## config.mk

```make
export PLATFORM = sky130hd
export DESIGN_NAME = enc_stamp_decoder
export DESIGN_NICKNAME = d
export VERILOG_FILES = /design/src/rtl/qd_pkg.sv /design/src/rtl/qd_sync.sv /design/src/rtl/qd_ctrl.sv /design/src/rtl/qd_datapath.sv /design/src/rtl/enc_stamp_decoder.sv
export SDC_FILE = /design/constraint.sdc
export NUM_CORES = 1
export LEC_CHECK = 0
export BUFFER_PORTS_ARGS = -buffer_cell sky130_fd_sc_hd__buf_4
export CORE_UTILIZATION = 50
export CTS_CLUSTER_SIZE = 28
export DETAILED_ROUTE_END_ITERATION = 8
export PLACE_DENSITY_LB_ADDON = 0.05
export SYNTH_ARGS = -nofsm -noshare
export SYNTH_HDL_FRONTEND = slang
export SYNTH_HIERARCHICAL = 1
export SYNTH_SLANG_ARGS = --single-unit
export TNS_END_PERCENT = 100
```

## constraint.sdc

```tcl
create_clock -name clk -period 4.57 [get_ports clk]
set_input_delay 0.914 -clock clk [delete_from_list [all_inputs] [get_ports clk]]
set_output_delay 0.914 -clock clk [all_outputs]
set_load 0.01 [all_outputs]
```

## src/rtl/qd_pkg.sv

```systemverilog
package qd_pkg;
  // Per-sample decode result handed from control to datapath
  typedef struct packed {
    logic stepUp;
    logic stepDn;
    logic illegal;
    logic idxRise;
  } qdStrobe_t;
endpackage

```

## src/rtl/qd_sync.sv

```systemverilog
module qd_sync #(
  parameter int WIDTH  = 3,
  parameter int STAGES = 2
) (
  input  logic             clk,
  input  logic             rstN,
  input  logic [WIDTH-1:0] dIn,
  output logic [WIDTH-1:0] dOut
);
  logic [STAGES-1:0][WIDTH-1:0] chain;

  always_ff @(posedge clk or negedge rstN) begin
    if (!rstN) chain <= '0;
    else       chain <= {chain[STAGES-2:0], dIn};
  end

  assign dOut = chain[STAGES-1];
endmodule

```

## src/rtl/qd_ctrl.sv

```systemverilog
module qd_ctrl
  import qd_pkg::*;
(
  input  logic      clk,
  input  logic      rstN,
  input  logic      syncA,
  input  logic      syncB,
  input  logic      syncIdx,
  output qdStrobe_t strobe
);
  logic prevA, prevB, prevIdx;
  logic chA, chB;

  always_ff @(posedge clk or negedge rstN) begin
    if (!rstN) begin
      prevA   <= 1'b0;
      prevB   <= 1'b0;
      prevIdx <= 1'b0;
    end else begin
      prevA   <= syncA;
      prevB   <= syncB;
      prevIdx <= syncIdx;
    end
  end

  always_comb begin
    chA            = syncA ^ prevA;
    chB            = syncB ^ prevB;
    strobe.illegal = chA & chB;
    // A single-phase change is forward when new A differs from old B
    strobe.stepUp  = (chA ^ chB) & (syncA ^ prevB);
    strobe.stepDn  = (chA ^ chB) & ~(syncA ^ prevB);
    strobe.idxRise = syncIdx & ~prevIdx;
  end
endmodule

```

## src/rtl/qd_datapath.sv

```systemverilog
module qd_datapath
  import qd_pkg::*;
#(
  parameter int POS_W = 32,
  parameter int TS_W  = 24,
  parameter int CPR   = 8000
) (
  input  logic                    clk,
  input  logic                    rstN,
  input  qdStrobe_t               strobe,
  input  logic [TS_W-1:0]         timerVal,
  input  logic                    clrWe,
  input  logic [1:0]              clrData,
  output logic signed [POS_W-1:0] position,
  output logic                    dirUp,
  output logic                    stampValid,
  output logic [TS_W-1:0]         stampTime,
  output logic signed [POS_W-1:0] stampPos,
  output logic                    errIllegal,
  output logic                    errIndex
);
  localparam int PH_W = $clog2(CPR);
  localparam logic [PH_W-1:0] PH_LAST = PH_W'(CPR - 1);

  logic signed [POS_W-1:0] maxPos, posNext;
  logic [PH_W-1:0]         phase, phaseNext;
  logic                    idxSeen;
  logic                    idxBad;

  always_comb begin
    posNext   = position;
    phaseNext = phase;
    if (strobe.stepUp) begin
      posNext   = position + POS_W'(1);
      phaseNext = (phase == PH_LAST) ? '0 : phase + PH_W'(1);
    end else if (strobe.stepDn) begin
      posNext   = position - POS_W'(1);
      phaseNext = (phase == '0) ? PH_LAST : phase - PH_W'(1);
    end
    idxBad = strobe.idxRise && idxSeen && (phaseNext != '0);
  end

  always_ff @(posedge clk or negedge rstN) begin
    if (!rstN) begin
      position   <= '0;
      maxPos     <= '0;
      phase      <= '0;
      idxSeen    <= 1'b0;
      dirUp      <= 1'b1;
      stampValid <= 1'b0;
      stampTime  <= '0;
      stampPos   <= '0;
      errIllegal <= 1'b0;
      errIndex   <= 1'b0;
    end else begin
      position   <= posNext;
      phase      <= strobe.idxRise ? '0 : phaseNext;
      if (strobe.idxRise) idxSeen <= 1'b1;
      if (strobe.stepUp)      dirUp <= 1'b1;
      else if (strobe.stepDn) dirUp <= 1'b0;
      stampValid <= 1'b0;
      if (strobe.stepUp && (posNext > maxPos)) begin
        maxPos     <= posNext;
        stampValid <= 1'b1;
        stampTime  <= timerVal;
        stampPos   <= posNext;
      end
      if (strobe.illegal)               errIllegal <= 1'b1;
      else if (clrWe && clrData[0])     errIllegal <= 1'b0;
      if (idxBad)                       errIndex   <= 1'b1;
      else if (clrWe && clrData[1])     errIndex   <= 1'b0;
    end
  end

  // position moves by at most one count per clock
  p_pos_step_r2: assert property (@(posedge clk) disable iff (!rstN)
    (position == $past(position)) || (position == $past(position) + POS_W'(1)) ||
    (position == $past(position) - POS_W'(1)));

  // decoder never reports two outcomes for one sample
  p_onehot_r3: assert property (@(posedge clk) disable iff (!rstN)
    $onehot0({strobe.stepUp, strobe.stepDn, strobe.illegal}));

  // illegal flag is sticky until cleared
  p_illegal_sticky_r3: assert property (@(posedge clk) disable iff (!rstN)
    errIllegal && !(clrWe && clrData[0]) |=> errIllegal);

  // index flag is sticky until cleared
  p_idx_sticky_r8: assert property (@(posedge clk) disable iff (!rstN)
    errIndex && !(clrWe && clrData[1]) |=> errIndex);

  // a stamp accompanies a one-count rise and carries that position
  p_stamp_rise_r5: assert property (@(posedge clk) disable iff (!rstN)
    stampValid |-> (stampPos == position) && (position == $past(position) + POS_W'(1)));

  // a stamp only ever marks a position above the earlier maximum
  p_stamp_fresh_r6: assert property (@(posedge clk) disable iff (!rstN)
    stampValid |-> $past(position) == $past(maxPos));
endmodule

```

## src/rtl/enc_stamp_decoder.sv

```systemverilog
module enc_stamp_decoder
  import qd_pkg::*;
#(
  parameter int POS_W       = 32,
  parameter int TS_W        = 24,
  parameter int CPR         = 8000,
  parameter int SYNC_STAGES = 2
) (
  input  logic                    clk,
  input  logic                    rstN,
  input  logic                    encA,
  input  logic                    encB,
  input  logic                    encIdx,
  input  logic [TS_W-1:0]         timerVal,
  input  logic                    clrWe,
  input  logic [1:0]              clrData,
  output logic signed [POS_W-1:0] position,
  output logic                    dirUp,
  output logic                    stampValid,
  output logic [TS_W-1:0]         stampTime,
  output logic signed [POS_W-1:0] stampPos,
  output logic                    errIllegal,
  output logic                    errIndex
);
  logic [2:0] syncBus;
  qdStrobe_t  strobe;

  qd_sync #(.WIDTH(3), .STAGES(SYNC_STAGES)) uSync (
    .clk  (clk),
    .rstN (rstN),
    .dIn  ({encIdx, encB, encA}),
    .dOut (syncBus)
  );

  qd_ctrl uCtrl (
    .clk     (clk),
    .rstN    (rstN),
    .syncA   (syncBus[0]),
    .syncB   (syncBus[1]),
    .syncIdx (syncBus[2]),
    .strobe  (strobe)
  );

  qd_datapath #(.POS_W(POS_W), .TS_W(TS_W), .CPR(CPR)) uData (
    .clk        (clk),
    .rstN       (rstN),
    .strobe     (strobe),
    .timerVal   (timerVal),
    .clrWe      (clrWe),
    .clrData    (clrData),
    .position   (position),
    .dirUp      (dirUp),
    .stampValid (stampValid),
    .stampTime  (stampTime),
    .stampPos   (stampPos),
    .errIllegal (errIllegal),
    .errIndex   (errIndex)
  );
endmodule

```

---- After elaboration in Yosys (flattened, before gate mapping) ----
Index checks and enable logic that the tools add are counted.
operators by class
  $add $sub $neg .......................... 4
  order comparisons ....................... 1
  eq/ne operators ......................... 1
  multiplexer cells ....................... 14
  bitwise gates (word level) .............. 10
  reductions and logical operators ........ 10
operators by type and width
  operator                                                               count
  13-bit 2-to-1 mux                                                      5
  32-bit 2-to-1 mux                                                      2
  32-bit by 2-bit adder with 32-bit output (second input constant)       1
  32-bit > comparator                                                    1
  32-bit by 2-bit subtractor with 32-bit output (second input constant)  1
  13-bit by 1-bit adder with 13-bit output (second input constant)       1
  13-bit == test (second input constant)                                 1
  13-bit zero test                                                       1
  13-bit nonzero test                                                    1
  13-bit by 1-bit subtractor with 13-bit output (second input constant)  1
  1-bit 2-to-1 mux                                                       7
  2-bit nonzero test                                                     3
  1-bit logical AND                                                      5
  1-bit bitwise AND                                                      4
  1-bit bitwise XOR                                                      4
  1-bit inverter                                                         2
word-level totals
  register bits ........................... 115
  output and inout port bits .............. 92
  word-level logic and storage cells ...... 54

---- Depth between registers and ports, before layout ----
  depth in word-level cells ............... 8
  gate-level depth with buffers ........... 22
  depth with buffers taken out ............ 17

---- Modules after synthesis ----
The synthesis kept the hierarchy.
modules (own cells, without submodules)
  module       times used  cells each  area an instance (µm²)  sequential area each (µm²)
  qd_datapath  1           586         5994.5                  2653.8
  qd_sync      1           9           172.7                   150.1
  qd_ctrl      1           10          132.6                   75.1

---- Least setup slack after synthesis ----
Ideal clock, no wire load.
  path kind ............................... register -> register
  start point ............................. register uSync.chain (netlist bit uSync/dOut[0])
  end point ............................... register uData.stampTime[10]
  data arrival time ....................... 4.502 ns
  data required time ...................... 4.445 ns
  slack ................................... -0.057 ns
  stages on the path, launching flop included .. 20
  period minus slack after synthesis ...... 4.627 ns
  cells stage by stage .................... dfrtp_1 > buf_4 > xor2_1 > ha_1 > nor2b_1 > nand4bb_1 > or4b_1 > clkbuf_2 > or4_1 > nor2_1 > a41oi_1 > xnor2_2 > ha_1 > nand4_1 > nor4_1 > a211oi_1 > a211oi_1 > buf_2 > buf_2 > mux2_2
RTL lines
  item                    line               source
  from (decl)             qd_sync.sv:10      logic [STAGES-1:0][WIDTH-1:0] chain;
  from (signal assigned)  qd_sync.sv:14      else chain <= {chain[STAGES-2:0], dIn};
  to (signal assigned)    qd_datapath.sv:65  stampTime <= timerVal;
  to (decl)               qd_datapath.sv:17  output logic [TS_W-1:0] stampTime,

==> flow_metrics.tcl <==
set metrics [dict create \
    status "completed" \
    criticalPathCategory "register to register" \
    htreeDepth 4 \
    end_kind "register" \
    numPortBuffers 123 \
    hp-class "register to register" \
    synth.distinct_cells 57 \
    maxCapViolCount 0 \
    die_h_um 114.2 \
    routabilityCongestion 0.8471 \
    period_share_pct 99.48 \
    syn2layout_area_growth_pct 37.40 \
    yosys_warnings 6 \
    clockBufferDepth 2 \
    final_max_slew_viol_count 0 \
    hold_depth 0 \
    antenna_found_initial 0 \
    worstReg2RegStart "uCtrl/prevB" \
    fp-row-count 40 \
    final_cell_mix "160 x buf_4, 114 x dfrtp_1, 42 x inv_1, 41 x mux2_4, 38 x nor2_1" \
    synthesis.nets 674 \
    nets 828 \
    crit_end "uData/maxPos[14]" \
    timing_hold_violations_final 0 \
    die_w_um 114.2 \
    final_common_cell "buf_4" \
    synth_top_area_share_pct 45.28 \
    tritoncts "built" \
    core_um2 12160 \
    cp.arrival_ns 4.85 \
    synth_area_um2 6300 \
    cts_made_buffers 17 \
    p_comb_share_pct 46.8 \
    viasPerCell 5.552 \
    grt_pass1_wl_um 25530 \
    clock_latency_ns 0.42 \
    tightestPinTransition_ns 1.047 \
    synth_ff_type "dfrtp_1" \
    grt_usage_pct 25.32 \
    first_global_vias 5193 \
    finalPower_mw 6.087 \
    final_area_um2 8656 \
    worst-r2r-cell-count 17 \
    drc_errors 0 \
    crit_path_start_kind "register" \
    clk_pin_slew_worst_paths_ns 0.06 \
    p_leak_nw 4.097 \
    fmax_ghz 0.2200 \
    place_hpwl_um 11180 \
    fin_ws_ns 0.02361 \
    vias 5219 \
    firstDrtPassIters 5 \
    ctsHoldBuffers 0 \
    synth.largest_area_cell "dfrtp_1" \
    r2r_setup_slack_ns 0.02 \
    switching_share_pct 37.09 \
    ys_ff_latch 115 \
    ys_seq_area_share_pct 45.70 \
    syn_avg_cell_area_um2 10.41 \
    relSlewSlack_pct 30.09 \
    wl_um 16060 \
    die_area_um2 13050 \
    async_flop_share_pct 100.0 \
    path_max_fanout 11 \
    skew_ns 0.009618 \
    synth_cells 605 \
    drt_iter0_drc 254 \
    powerDensity_nw_per_um2 703.3 \
    p_sw_mw 2.258 \
    seqPwrFrac_pct 30.6 \
    clock-root-buffer "clkbuf_16" \
    design.portCount 124 \
    diodes 0 \
    ant_nets 0 \
    grt-ovfl-total 0 \
    p_int_mw 3.829 \
    rsz0062_at_grt "true" \
    dpl_cell_area_um2 7599 \
    cts_num_sinks 115 \
    initial_core_util_pct 51.80 \
    synth_area_leaders "dfrtp_1 45%, mux2_2 9.8%, ha_1 7.3%" \
    setup_viol 0 \
    pre_cts_slack_ns -0.2175 \
    drive_gt1_share_pct 36.27 \
    period_needed_ns 4.546 \
    r2r-end "uData/maxPos[14]" \
    synth_edf_count 0 \
    cp-startpoint "uCtrl/prevB" \
    grt_max_degree 51 \
    routedWlPerCell_um 17.09 \
    power.share.clock_pct 22.6 \
    ir_worst_vdd_v 0.0003814 \
    required_ns 4.87 \
]
==> through the flow <==
step	cells	util (%)	setup TNS, ns	hold WS [ns]
after floorplan	605	-	0	0.3312
after global placement	901	62.48	-1.142	0.3345
after detailed placement	901	62.48	-8.598	0.3347
after CTS	936	68.56	0	0.3474
after global routing	940	71.17	-7.606	0.3572
final	940	71.17	0	0.3459
==> cells in the mapped netlist, drive strengths merged, types with 12 or more instances <==
cell      n
dfrtp   114
mux2     56
inv      42
nor2     39
ha       37
a21oi    34
nand2    29
xnor2    26
nand4    22
xor2     21
nor3     18
clkbuf   17
buf      16
nand3    16
o21ai    13
nor2b    12
==> critical path, cell delays in order (launching register included) <==
cell	delay [ns]
dfrtp_1	0.39
xor2_1	0.16
ha_1	0.30
nor2b_4	0.15
nand4bb_4	0.20
or4b_4	0.59
or4_4	0.45
nor2_4	0.09
a41oi_2	0.05
xnor2_2	0.17
ha_1	0.28
nand4_1	0.14
nor4_4	0.34
a211oi_2	0.14
a211oi_4	0.27
buf_12	0.20
buf_12	0.15
mux2_2	0.34
==> power by group through the flow <==
stage / logic [mW] / clock network [mW] / registers [mW]
4_1_cts: 2.59 / 1.41 / 1.85
5_1_grt: 3.08 / 1.45 / 1.93
3_3_place_gp: 2.40 / 0 / 1.83
2_1_floorplan: 1.42 / 0 / 1.85
6_report: 2.85 / 1.38 / 1.86
3_5_place_dp: 2.47 / 0 / 1.85
==> state kept, by name, indices dropped and copies added, names as in the netlist <==
register and count:
uData/errIndex 1, uData/dirUp 1, uData/position 32, uSync/dOut 3, uSync/chain 3, uCtrl/prevB 1, uData/maxPos 32, uData/stampTime 24
uData/errIllegal 1, uData/stampValid 1, uData/phase 13, uCtrl/prevIdx 1, uCtrl/prevA 1, uData/idxSeen 1
==> metal layers <==
| metal | up-vias | wire [um] | GRT usage (%) |
|---|---|---|---|
| li1 | 2464 | - | - |
| met1 | 2561 | 7257 | 32.93 |
| met2 | 170 | 7507 | 40.28 |
| met3 | 24 | 980 | 6.829 |
| met4 | 0 | 316 | 10.04 |
| met5 | - | 0 | 0 |
==> how the worst min path moves through the flow <==
stage | endpoint | from
5_1_grt | uSync/dOut[2] | uSync/chain[2]
3_5_place_dp | uSync/dOut[0] | uSync/chain[0]
6_report | uSync/dOut[2] | uSync/chain[2]
2_1_floorplan | uSync/dOut[0] | uSync/chain[0]
4_1_cts | uSync/dOut[2] | uSync/chain[2]
3_3_place_gp | uSync/dOut[2] | uSync/chain[2]
==> final cells by class <==
cell class	instances	area, um^2
fill	894	3506
clock inverter	12	181.4
timing repair buffer	168	1384
multi-input combinational	415	3407
inverter	42	157.7
sequential	115	2879
tap	168	210.2
clock buffer	20	436.7
==> logic make-up after synthesis <==
group,synth area share (%)
compound gates,8.918
xor+xnor,6.654
fa+ha+maj,7.348
buf+inv,4.945
flops,45.70
mux,10.17
simple gates,16.27
==> what timing repair did <==
action | CTS | global route
gates resized for setup | 17 | 56
pin swaps | 13 | 7
cloned | 1 | 3
hold endpoints to repair | 0 | 0
setup endpoints to repair | 56 | 56
setup buffers | 2 | 1
(Power assumes the default switching activity.)
